===== src/rtl/srf_pkg.sv =====
`timescale 1ns/1ps
package srf_pkg;
   // Read-port multiplexer form
   typedef enum logic [0:0] {
      RD_INDEXED = 1'b0,   // plain indexed select
      RD_ONEHOT  = 1'b1    // one-hot decode feeding an AND-OR tree
   } srf_rd_style_e;

   function automatic bit srf_is_pow2(int unsigned n);
      return (n != 0) && ((n & (n - 1)) == 0);
   endfunction
endpackage


===== src/rtl/srf_wr_decode.sv =====
`timescale 1ns/1ps
module srf_wr_decode #(
   parameter int unsigned NUM_REGS = 16,
   parameter int unsigned ADDR_W   = 4
) (
   input  logic                wr_en,
   input  logic [ADDR_W-1:0]   wr_addr,
   output logic [NUM_REGS-1:0] wr_sel
);
   // One row enable per register, qualified by the write enable
   for (genvar r = 0; r < NUM_REGS; r++) begin : g_row
      assign wr_sel[r] = wr_en && (wr_addr == ADDR_W'(r));
   end
endmodule


===== src/rtl/srf_store.sv =====
`timescale 1ns/1ps
module srf_store #(
   parameter int unsigned DATA_W   = 16,
   parameter int unsigned NUM_REGS = 16
) (
   input  logic                             clk,
   input  logic [NUM_REGS-1:0]              wr_sel,
   input  logic [DATA_W-1:0]                wr_data,
   output logic [NUM_REGS-1:0][DATA_W-1:0]  words
);
   // Each row is its own enabled register; no reset on the contents
   for (genvar r = 0; r < NUM_REGS; r++) begin : g_row
      logic [DATA_W-1:0] row_q;
      always_ff @(posedge clk) begin
         if (wr_sel[r]) row_q <= wr_data;
      end
      assign words[r] = row_q;
   end
endmodule


===== src/rtl/srf_read_port.sv =====
`timescale 1ns/1ps
module srf_read_port #(
   parameter int unsigned          DATA_W   = 16,
   parameter int unsigned          NUM_REGS = 16,
   parameter int unsigned          ADDR_W   = 4,
   parameter srf_pkg::srf_rd_style_e STYLE  = srf_pkg::RD_ONEHOT
) (
   input  logic [NUM_REGS-1:0][DATA_W-1:0] words,
   input  logic [ADDR_W-1:0]               addr,
   output logic [DATA_W-1:0]               dout
);
   if (STYLE == srf_pkg::RD_INDEXED) begin : g_indexed
      assign dout = words[addr];
   end else begin : g_onehot
      logic [NUM_REGS-1:0] hit;
      for (genvar r = 0; r < NUM_REGS; r++) begin : g_hit
         assign hit[r] = (addr == ADDR_W'(r));
      end
      always_comb begin
         dout = '0;
         for (int r = 0; r < NUM_REGS; r++) begin
            dout = dout | (words[r] & {DATA_W{hit[r]}});
         end
      end
   end
endmodule


===== src/rtl/shared_dst_regfile.sv =====
`timescale 1ns/1ps
module shared_dst_regfile #(
   parameter int unsigned            DATA_W   = 16,
   parameter int unsigned            NUM_REGS = 16,
   parameter srf_pkg::srf_rd_style_e RD_STYLE = srf_pkg::RD_ONEHOT,
   localparam int unsigned           ADDR_W   = $clog2(NUM_REGS)
) (
   input  logic              clk,
   input  logic              wr_en,
   input  logic [ADDR_W-1:0] addr_a,
   input  logic [ADDR_W-1:0] addr_b,
   input  logic [DATA_W-1:0] wr_data,
   output logic [DATA_W-1:0] rd_a,
   output logic [DATA_W-1:0] rd_b
);
   // Elaboration-time parameter checks
   if (DATA_W < 1) begin : g_bad_width
      $error("shared_dst_regfile: DATA_W must be at least 1");
   end
   if (NUM_REGS < 2 || !srf_pkg::srf_is_pow2(NUM_REGS)) begin : g_bad_depth
      $error("shared_dst_regfile: NUM_REGS must be a power of two >= 2");
   end

   logic [NUM_REGS-1:0]             wr_sel;
   logic [NUM_REGS-1:0][DATA_W-1:0] words;

   // Address A is the only write address
   srf_wr_decode #(.NUM_REGS(NUM_REGS), .ADDR_W(ADDR_W)) u_dec (
      .wr_en  (wr_en),
      .wr_addr(addr_a),
      .wr_sel (wr_sel)
   );

   srf_store #(.DATA_W(DATA_W), .NUM_REGS(NUM_REGS)) u_store (
      .clk    (clk),
      .wr_sel (wr_sel),
      .wr_data(wr_data),
      .words  (words)
   );

   srf_read_port #(.DATA_W(DATA_W), .NUM_REGS(NUM_REGS), .ADDR_W(ADDR_W),
                   .STYLE(RD_STYLE)) u_rd_a (
      .words(words),
      .addr (addr_a),
      .dout (rd_a)
   );

   srf_read_port #(.DATA_W(DATA_W), .NUM_REGS(NUM_REGS), .ADDR_W(ADDR_W),
                   .STYLE(RD_STYLE)) u_rd_b (
      .words(words),
      .addr (addr_b),
      .dout (rd_b)
   );
endmodule


===== config.mk =====
export PLATFORM = sky130hd
export DESIGN_NAME = shared_dst_regfile
export DESIGN_NICKNAME = d
export VERILOG_FILES = /design/src/rtl/srf_pkg.sv /design/src/rtl/srf_wr_decode.sv /design/src/rtl/srf_store.sv /design/src/rtl/srf_read_port.sv /design/src/rtl/shared_dst_regfile.sv
export SDC_FILE = /design/constraint.sdc
export NUM_CORES = 1
export LEC_CHECK = 0
export CAP_MARGIN = 20
export CORE_ASPECT_RATIO = 0.7
export CORE_MARGIN = 2
export CORE_UTILIZATION = 50
export CTS_CLUSTER_SIZE = 8
export DETAILED_ROUTE_END_ITERATION = 8
export PLACE_DENSITY = 0.75
export SLEW_MARGIN = 20
export SYNTH_ARGS = -nofsm -noshare
export SYNTH_HDL_FRONTEND = slang
export SYNTH_SLANG_ARGS = --single-unit

===== constraint.sdc =====
create_clock -name clk -period 3.7 [get_ports clk]
set_input_delay 0.37 -clock clk [delete_from_list [all_inputs] [get_ports clk]]
set_output_delay 0.37 -clock clk [all_outputs]
set_load 0.01 [all_outputs]

Yosys cells after proc, flatten, opt, wreduce, memory -nomap -nowiden
Index checks and enable logic that the tools add are counted.
Storage, ports and cells
  register bits after elaboration: 256
Operators by class
  equality and inequality tests: 30
  bitwise gates (word level): 62
  reductions and logical operators: 18
Operators with widths (count)
  AND 16 bit: 32
  OR 16 bit: 30
  == test 4 bit (second input constant): 16
  == test 4 x 3 -> 1 bit (second input constant): 8
  == test 4 x 2 -> 1 bit (second input constant): 4
  logical AND 1 bit: 16
  == test 4 x 1 -> 1 bit (second input constant): 2
  zero test 4 bit: 2

Logic depth before layout (Yosys ltp)
Gate-level depths: netlist (run 1).
  depth in word-level cells: 17
  depth in mapped cells: 7

Cells and area by module
From an unflattened synthesis (run 1), not the netlist that was laid out.
Second synthesis, totals
  cell total of the unflattened synthesis: 915
  area total of the unflattened synthesis: 12381.9 um^2
By module, submodules not included
  srf_store: times used 1, cells each 256, area an instance 7687.4 um^2
  srf_read_port: times used 2, cells each 318, area an instance 2288.4 um^2
  srf_wr_decode: times used 1, cells each 23, area an instance 117.6 um^2

Worst setup path before layout (run 1)
Ideal clock, no wire load.
  kind: input to register
  start: input port addr_a[3]
  end: register u_store.g_row[0].row_q[0] (enable)
  setup time: 0.409 ns
  arrival time: 2.501 ns
  required time: 3.291 ns
  slack: 0.790 ns
  stages: 5
  cell sequence: buf_6 -> clkbuf_1 -> clkbuf_1 -> or3b_2 -> nor3_1
On the way
  longest elaborated chain between the ends: 2
Ends and longest elaborated chain
  start, declared: line shared_dst_regfile.sv:10  | input logic [ADDR_W-1:0] addr_a,
  zero test 4 bit: line srf_wr_decode.sv:12  | assign wr_sel[r] = wr_en && (wr_addr == ADDR_W'(r));
  logical AND 1 bit: line srf_wr_decode.sv:12
  via u_dec.wr_sel[0]: line srf_wr_decode.sv:8  | output logic [NUM_REGS-1:0] wr_sel
  end signal, assigned: line srf_store.sv:15  | if (wr_sel[r]) row_q <= wr_data;
  end, declared: line srf_store.sv:13  | logic [DATA_W-1:0] row_q;
The timed path passes the listed nets, and every way through them passes these cells.
A chain may end at the register's enable or synchronous reset.

Final worst setup path (run 1)
  start: input port addr_b[0]
  end: output port rd_b[10]
On the way
  longest elaborated chain between the ends: 17
  elaborated cells on any way between the ends: 47
Ends and longest elaborated chain
  start, declared: line shared_dst_regfile.sv:11  | input logic [ADDR_W-1:0] addr_b,
  == test 4 x 1 -> 1 bit or zero test 4 bit (tied branches): line srf_read_port.sv:17  | assign hit[r] = (addr == ADDR_W'(r));
  AND 16 bit: line srf_read_port.sv:22  | dout = dout | (words[r] & {DATA_W{hit[r]}});
  OR 16 bit (14 in a row): line srf_read_port.sv:22
  OR 16 bit *: line srf_read_port.sv:22
  end, declared: line shared_dst_regfile.sv:14  | output logic [DATA_W-1:0] rd_b
Mark *: on every way between the ends. The rest lies on a longest branch, timed or not.

==> out/summary.txt, run 1 <==
Critical Path Source Type - input port
sequential area share after synthesis - 0.6273
syn avg cell area - 13.04 um^2
Post-Syn Nets - 966
total negative slack - 0 ns
worst vdd ir - 370.6 uV
final std cells w/o fill - 1311
setup violators final - 0
Initial Utilization - 0.5133
worst hold stages - 3
hpwl dp - 25.42 mm
max reg flops - 256
die area - 25800 um^2
initial antenna violation count - 1
Net Sw Power - 1.624 mW
post-synth top area share - 0.6273
Die Span X - 191.1 um
biggest regs - u_store.g_row.row_q (256)
final number of hold-violating endpoints - 0
Final nets - 1020
Die H - 135.0 um
std cell rows - 47
Cell Area, Placed - 13270 um^2
vias in the first global route - 9232
Top Layer Used - met4
Top reg by flops - u_store.g_row.row_q
Clock power frac - 0.414
Netlist Area Pre-Place - 12250 um^2
total power - 6.921 mW
Hold Path Class - in -> reg
Worst Hold Endpoint - u_store.g_row[12].row_q[4]
CP endpoint kind - primary output
Final Cycle Share - 0.9897
GRT Util Overall - 0.3038
io pins - 58
pwr/cell area - 486.7 nW/um^2
met1 wire length - 14.86 mm
via count - 9761
YS warnings - 0
Worst Tran Pin Value - 0.9238 ns
commonest non-fill, non-tap cells in the layout - edfxtp_1 (256), a22oi_1 (160), nand3b_1 (66)
MaxCap Viol Count - 0
average wire per standard cell - 29.84 um
routed length on met2 - 16.70 mm
Worst Setup Path Type - in -> out
RSZ-0062 raised after global routing - no
Final Max Tran Viols - 0
drt first-iter violations - 1610
synth top area cells - edfxtp_1 (63%), a22oi_1 (9.8%), nand3b_1 (4.0%)
CP Data Required Time - 3.33 ns
via/cell ratio - 7.445
Rel. slew slack - 0.3829
area leader, netlist - edfxtp_1
area of the core - 23880 um^2
clk buf depth - 3
commonest non-fill, non-tap cell in the layout - edfxtp_1
f_max - 273.1 MHz
placed cells - 1272
Int Power - 5.297 mW
Gate power share - 0.111
area added between synthesis and finish - 16.05%
WP data arrival - 3.29 ns
DRT Wirelength - 39.13 mm
gr ovfl total - 0
IO buf count - 57
Yosys reg bits - 256
fraction of layout cells with a size suffix above 1 - 0.1421
largest net degree at the start of global routing - 57
clk slew on worst S/H paths - 0.05 ns
outcome - finished, final reports clean
router iterations before antenna repair - 6
# fillers - 1867
H-tree levels - 2
Antenna Nets Post-Route - 0
Crit Path Max Fanout - 9
Post-Synthesis Cells - 940
Sw Share - 0.2347
P_leak - 4.556 nW
CTS tree - yes
GP Congestion - 0.9475
Distinct cells, synth - 33
crit path time final - 3.662 ns
Root Buffer Master - clkbuf_16
CTS Buf Count - 37
met3 routed WL - 5.882 mm
first-pass GRT wire length - 57.53 mm
clock sinks - 256
worst hold start - addr_a[3]
Sequential Power Share - 0.476
Remaining DRCs - 0
post-layout instance area - 14220 um^2
## routing by layer
layer | up-vias | global-route usage
met1 | 4779 | 0.4356
met4 | 0 | 0.1235
met3 | 126 | 0.08238
met5 | - | 0
met2 | 876 | 0.4398
li1 | 3980 | -
## synth_stat cells (all sizes together)
master	n
a21oi	32
clkbuf	63
o22ai	48
nor3b	32
a211o	16
a22oi	160
and3	16
o21ai	16
or3b	1
nand3	1
nor3	4
nor2	48
o221ai	16
nand2	5
nor2b	10
nand3b	66
or2	3
a221oi	16
a22o	16
and2	4
or4	32
nand2b	7
buf	40
a31oi	16
a211oi	16
edfxtp	256
## power groups by stage
stage,logic [mW],clock network (mW),registers [mW]
after floorplan,0.393,0,3.33
after detailed placement,0.735,0,3.34
after CTS,0.740,2.88,3.29
after global placement,0.726,0,3.34
final,0.767,2.86,3.29
after global routing,0.802,3.00,3.29
## cell type report
class	count	area [um^2]	share of cell area
multi-input cells	582	4161	0.2926
well taps	318	397.9	0.02798
diodes	1	2.502	0.0001760
repair buffers	117	1046	0.07355
clock buffers	37	925.9	0.06511
flip-flops and latches	256	7687	0.5406
## worst max-delay path by stage
stage,cells past startpoint,from,to,slack [ns]
2_1_floorplan,5,addr_a[3],u_store.g_row[0].row_q[0],0.79
3_3_place_gp,7,addr_b[0],rd_b[10],0.10
3_5_place_dp,8,addr_a[0],rd_a[3],0.1
4_1_cts,8,addr_a[0],rd_a[3],0.07
5_1_grt,8,addr_b[0],rd_b[9],0.02
6_report,8,addr_b[0],rd_b[10],0.04
## stage by stage
step / worst slack, ns / util / hold slack [ns]
CTS: 0.06723 / 0.5945 / 0.7306
global route: 0.01930 / 0.5955 / 0.7998
floorplan: 0.7900 / - / 0.4689
global placement: 0.1005 / 0.5555 / 1.239
detailed placement: 0.09822 / 0.5557 / 1.248
finish: 0.03805 / 0.5956 / 0.7924
## what timing repair did
| item | 4_1_cts | 5_1_grt |
|---|---|---|
| hold buffers | 0 | 0 |
| hold endpoints to repair | 0 | 0 |
| endpoints found under the setup margin | 0 | 11 |
| buffers inserted | 0 | 0 |
| resized for setup | 0 | 3 |
## worst max-delay path: stages
cell and delay [ns]:
clkdlybuf4s50_1 0.57, buf_4 0.18, nor2b_1 0.74, buf_4 0.32, o21ai_0 0.22, o221ai_1 0.15, or4_1 0.18, clkdlybuf4s50_1 0.56
## logic make-up after synthesis
kind of cell	share of synthesized area
AOI/OAI and AO/OA	0.2130
buffers and inverters	0.03982
DFF	0.6273
and+or+nand+nor	0.1199
(Power assumes the default switching activity.)
==> inputs of run 2 (changes only) <==
- CORE_MARGIN: 2 -> unset
- HOLD_SLACK_MARGIN: unset -> 0.05
==> run 2 against run 1 <==
Effect of this change: non-clock buffer count rose by 14; largest cell class unchanged; sequential cell count did not move; critical endpoint is now rd_b[3]; global-route usage rose by 0.41 points; routed wire length fell by 1.6%; die area fell by 2.5%; power rose by 1.0%; first-iteration DRC count rose by 9.1%; sequential share of layout area fell by 0.54 points.
==> out/summary.txt, run 2 (synthesis results as in run 1) <==
outcome - finished, final reports clean
Final nets - 1033 (+1.3%)
DRT Wirelength - 38.50 mm (-1.6%)
H-tree levels - 2 (unchanged)
router iterations before antenna repair - 6 (unchanged)
hold buffers post-CTS - 0 (unchanged)
clk buf depth - 3 (unchanged)
Int Power - 5.331 mW (+0.65%)
GRT Util Overall - 0.3078 (+0.004077)
CTS tree - yes
f_max - 282.4 MHz (+3.4%)
Clock power frac - 0.418 (+0.004)
initial antenna violation count - 0 (-1)
biggest regs - u_store.g_row.row_q (256)
Net Sw Power - 1.661 mW (+2.2%)
ANT cells - 0 (-1)
worst vdd ir - 329.2 uV (-11%)
Sw Share - 0.2375 (+0.002839)
commonest non-fill, non-tap cells in the layout - edfxtp_1 (256), a22oi_1 (160), buf_4 (71)
Die H - 133.0 um (-1.5%)
total negative slack - 0 ns (unchanged)
Worst Setup Path Type - in -> out
Die Span X - 189.1 um (-1.0%)
WP data arrival - 3.17 ns (-0.12 ns)
io pins - 58 (unchanged)
area of the core - 23820 um^2 (-0.25%)
Remaining DRCs - 0 (unchanged)
drt first-iter violations - 1756 (+9.1%)
gr ovfl total - 0 (unchanged)
std cell rows - 47 (unchanged)
Initial Utilization - 0.5145 (+0.001267)
IO buf count - 57 (unchanged)
hpwl dp - 25.88 mm (+1.8%)
vias in the first global route - 9163 (-0.75%)
die area - 25150 um^2 (-2.5%)
setup violators final - 0 (unchanged)
via count - 9702 (-0.60%)
Final Max Tran Viols - 0 (unchanged)
commonest non-fill, non-tap cell in the layout - edfxtp_1
CP endpoint kind - primary output
P_leak - 4.634 nW (+1.7%)
final number of hold-violating endpoints - 0 (unchanged)
Top reg by flops - u_store.g_row.row_q
average wire per standard cell - 29.03 um (-2.7%)
RSZ-0062 raised after global routing - no
largest net degree at the start of global routing - 43 (-25%)
Critical Path Source Type - input port
crit path time final - 3.541 ns (-0.1210 ns)
Final Cycle Share - 0.9570 (-0.03270)
pwr/cell area - 486.7 nW/um^2 (about the same)
total power - 6.992 mW (+1.0%)
CP Data Required Time - 3.33 ns (about the same)
Hold Path Class - in -> reg
max reg flops - 256 (unchanged)
CTS Buf Count - 37 (unchanged)
GP Congestion - 0.9278 (-2.1%)
first-pass GRT wire length - 57.13 mm (-0.71%)
MaxCap Viol Count - 0 (unchanged)
Gate power share - 0.111 (about the same)
area added between synthesis and finish - 17.22%
worst hold margin - 0.7239 ns (-0.06852 ns)
via/cell ratio - 7.317 (-1.7%)
clk slew on worst S/H paths - 0.05 ns (about the same)
Worst Tran Pin Value - 1.142 ns (+0.2179 ns)
Rel. slew slack - 0.2380 (-0.1448)
Root Buffer Master - clkbuf_16
Crit Path Max Fanout - 18 (+9)
worst hold stages - 3 (unchanged)
clock sinks - 256 (unchanged)
Sequential Power Share - 0.471 (-0.005)
Antenna Nets Post-Route - 0 (unchanged)
fraction of layout cells with a size suffix above 1 - 0.1558 (+0.01362)
run 2: cell types whose count changed in the layout (fill, tap and decap cells not counted), sizes merged:
cell	previous run	this run
buf	63	77
clkinv	0	2
diode	1	0
inv	0	1
nor2b	11	10
run 2: power groups by stage:
| stage | sequential [mW] | combinational [mW] | clock, mW |
|---|---|---|---|
| 4_1_cts | 3.29 | 0.755 | 2.95 |
| 3_5_place_dp | 3.34 | 0.750 | 0 |
| 6_report | 3.29 | 0.775 | 2.93 |
| 3_3_place_gp | 3.34 | 0.741 | 0 |
| 2_1_floorplan | 3.33 | 0.393 | 0 |
| 5_1_grt | 3.29 | 0.812 | 3.06 |
run 2: worst paths after layout:
path | startpoint | endpoint
hold / removal | addr_a[1] | u_store.g_row[8].row_q[1]
setup / recovery | addr_b[0] | rd_b[3]
run 2: final cells by class:
cell class              instances  area (um^2)
flip-flops and latches        256         7687
multi-input cells             581         4149
clock inverters                 3        41.29
repair buffers                131         1164
well taps                     318        397.9
fillers                      1826         9452
clock buffers                  37        925.9
run 2: per-stage QoR:
stage / setup WS, ns / utilization / std cells / instance area [um^2]
2_1_floorplan: 0.7900 / - / 940 / 12250
3_3_place_gp: 0.2063 / 0.5620 / 1286 / 13390
3_5_place_dp: 0.1670 / 0.5622 / 1286 / 13390
4_1_cts: 0.1504 / 0.6028 / 1326 / 14360
5_1_grt: 0.08089 / 0.6032 / 1326 / 14370
6_report: 0.1590 / 0.6032 / 1326 / 14370
run 2: what timing repair did:
item | CTS | global route
gates resized for setup | 0 | 1
endpoints found under the setup margin | 0 | 1
buffers inserted | 0 | 0
run 2: routing by layer:
metal  part of all wire  track usage  up-vias
met5                  0            0        -
met4              0.039       0.1254        0
met3               0.14      0.07321      121
met2               0.44       0.4581      804
met1               0.39       0.4352     4771
li1                   -            -     4006
run 2: worst max-delay path, stage by stage:
cell	delay (ns)
clkdlybuf4s50_1	0.60
nor2b_2	0.80
buf_4	0.34
a22oi_1	0.08
o221ai_1	0.24
or4_1	0.19
clkdlybuf4s50_1	0.54
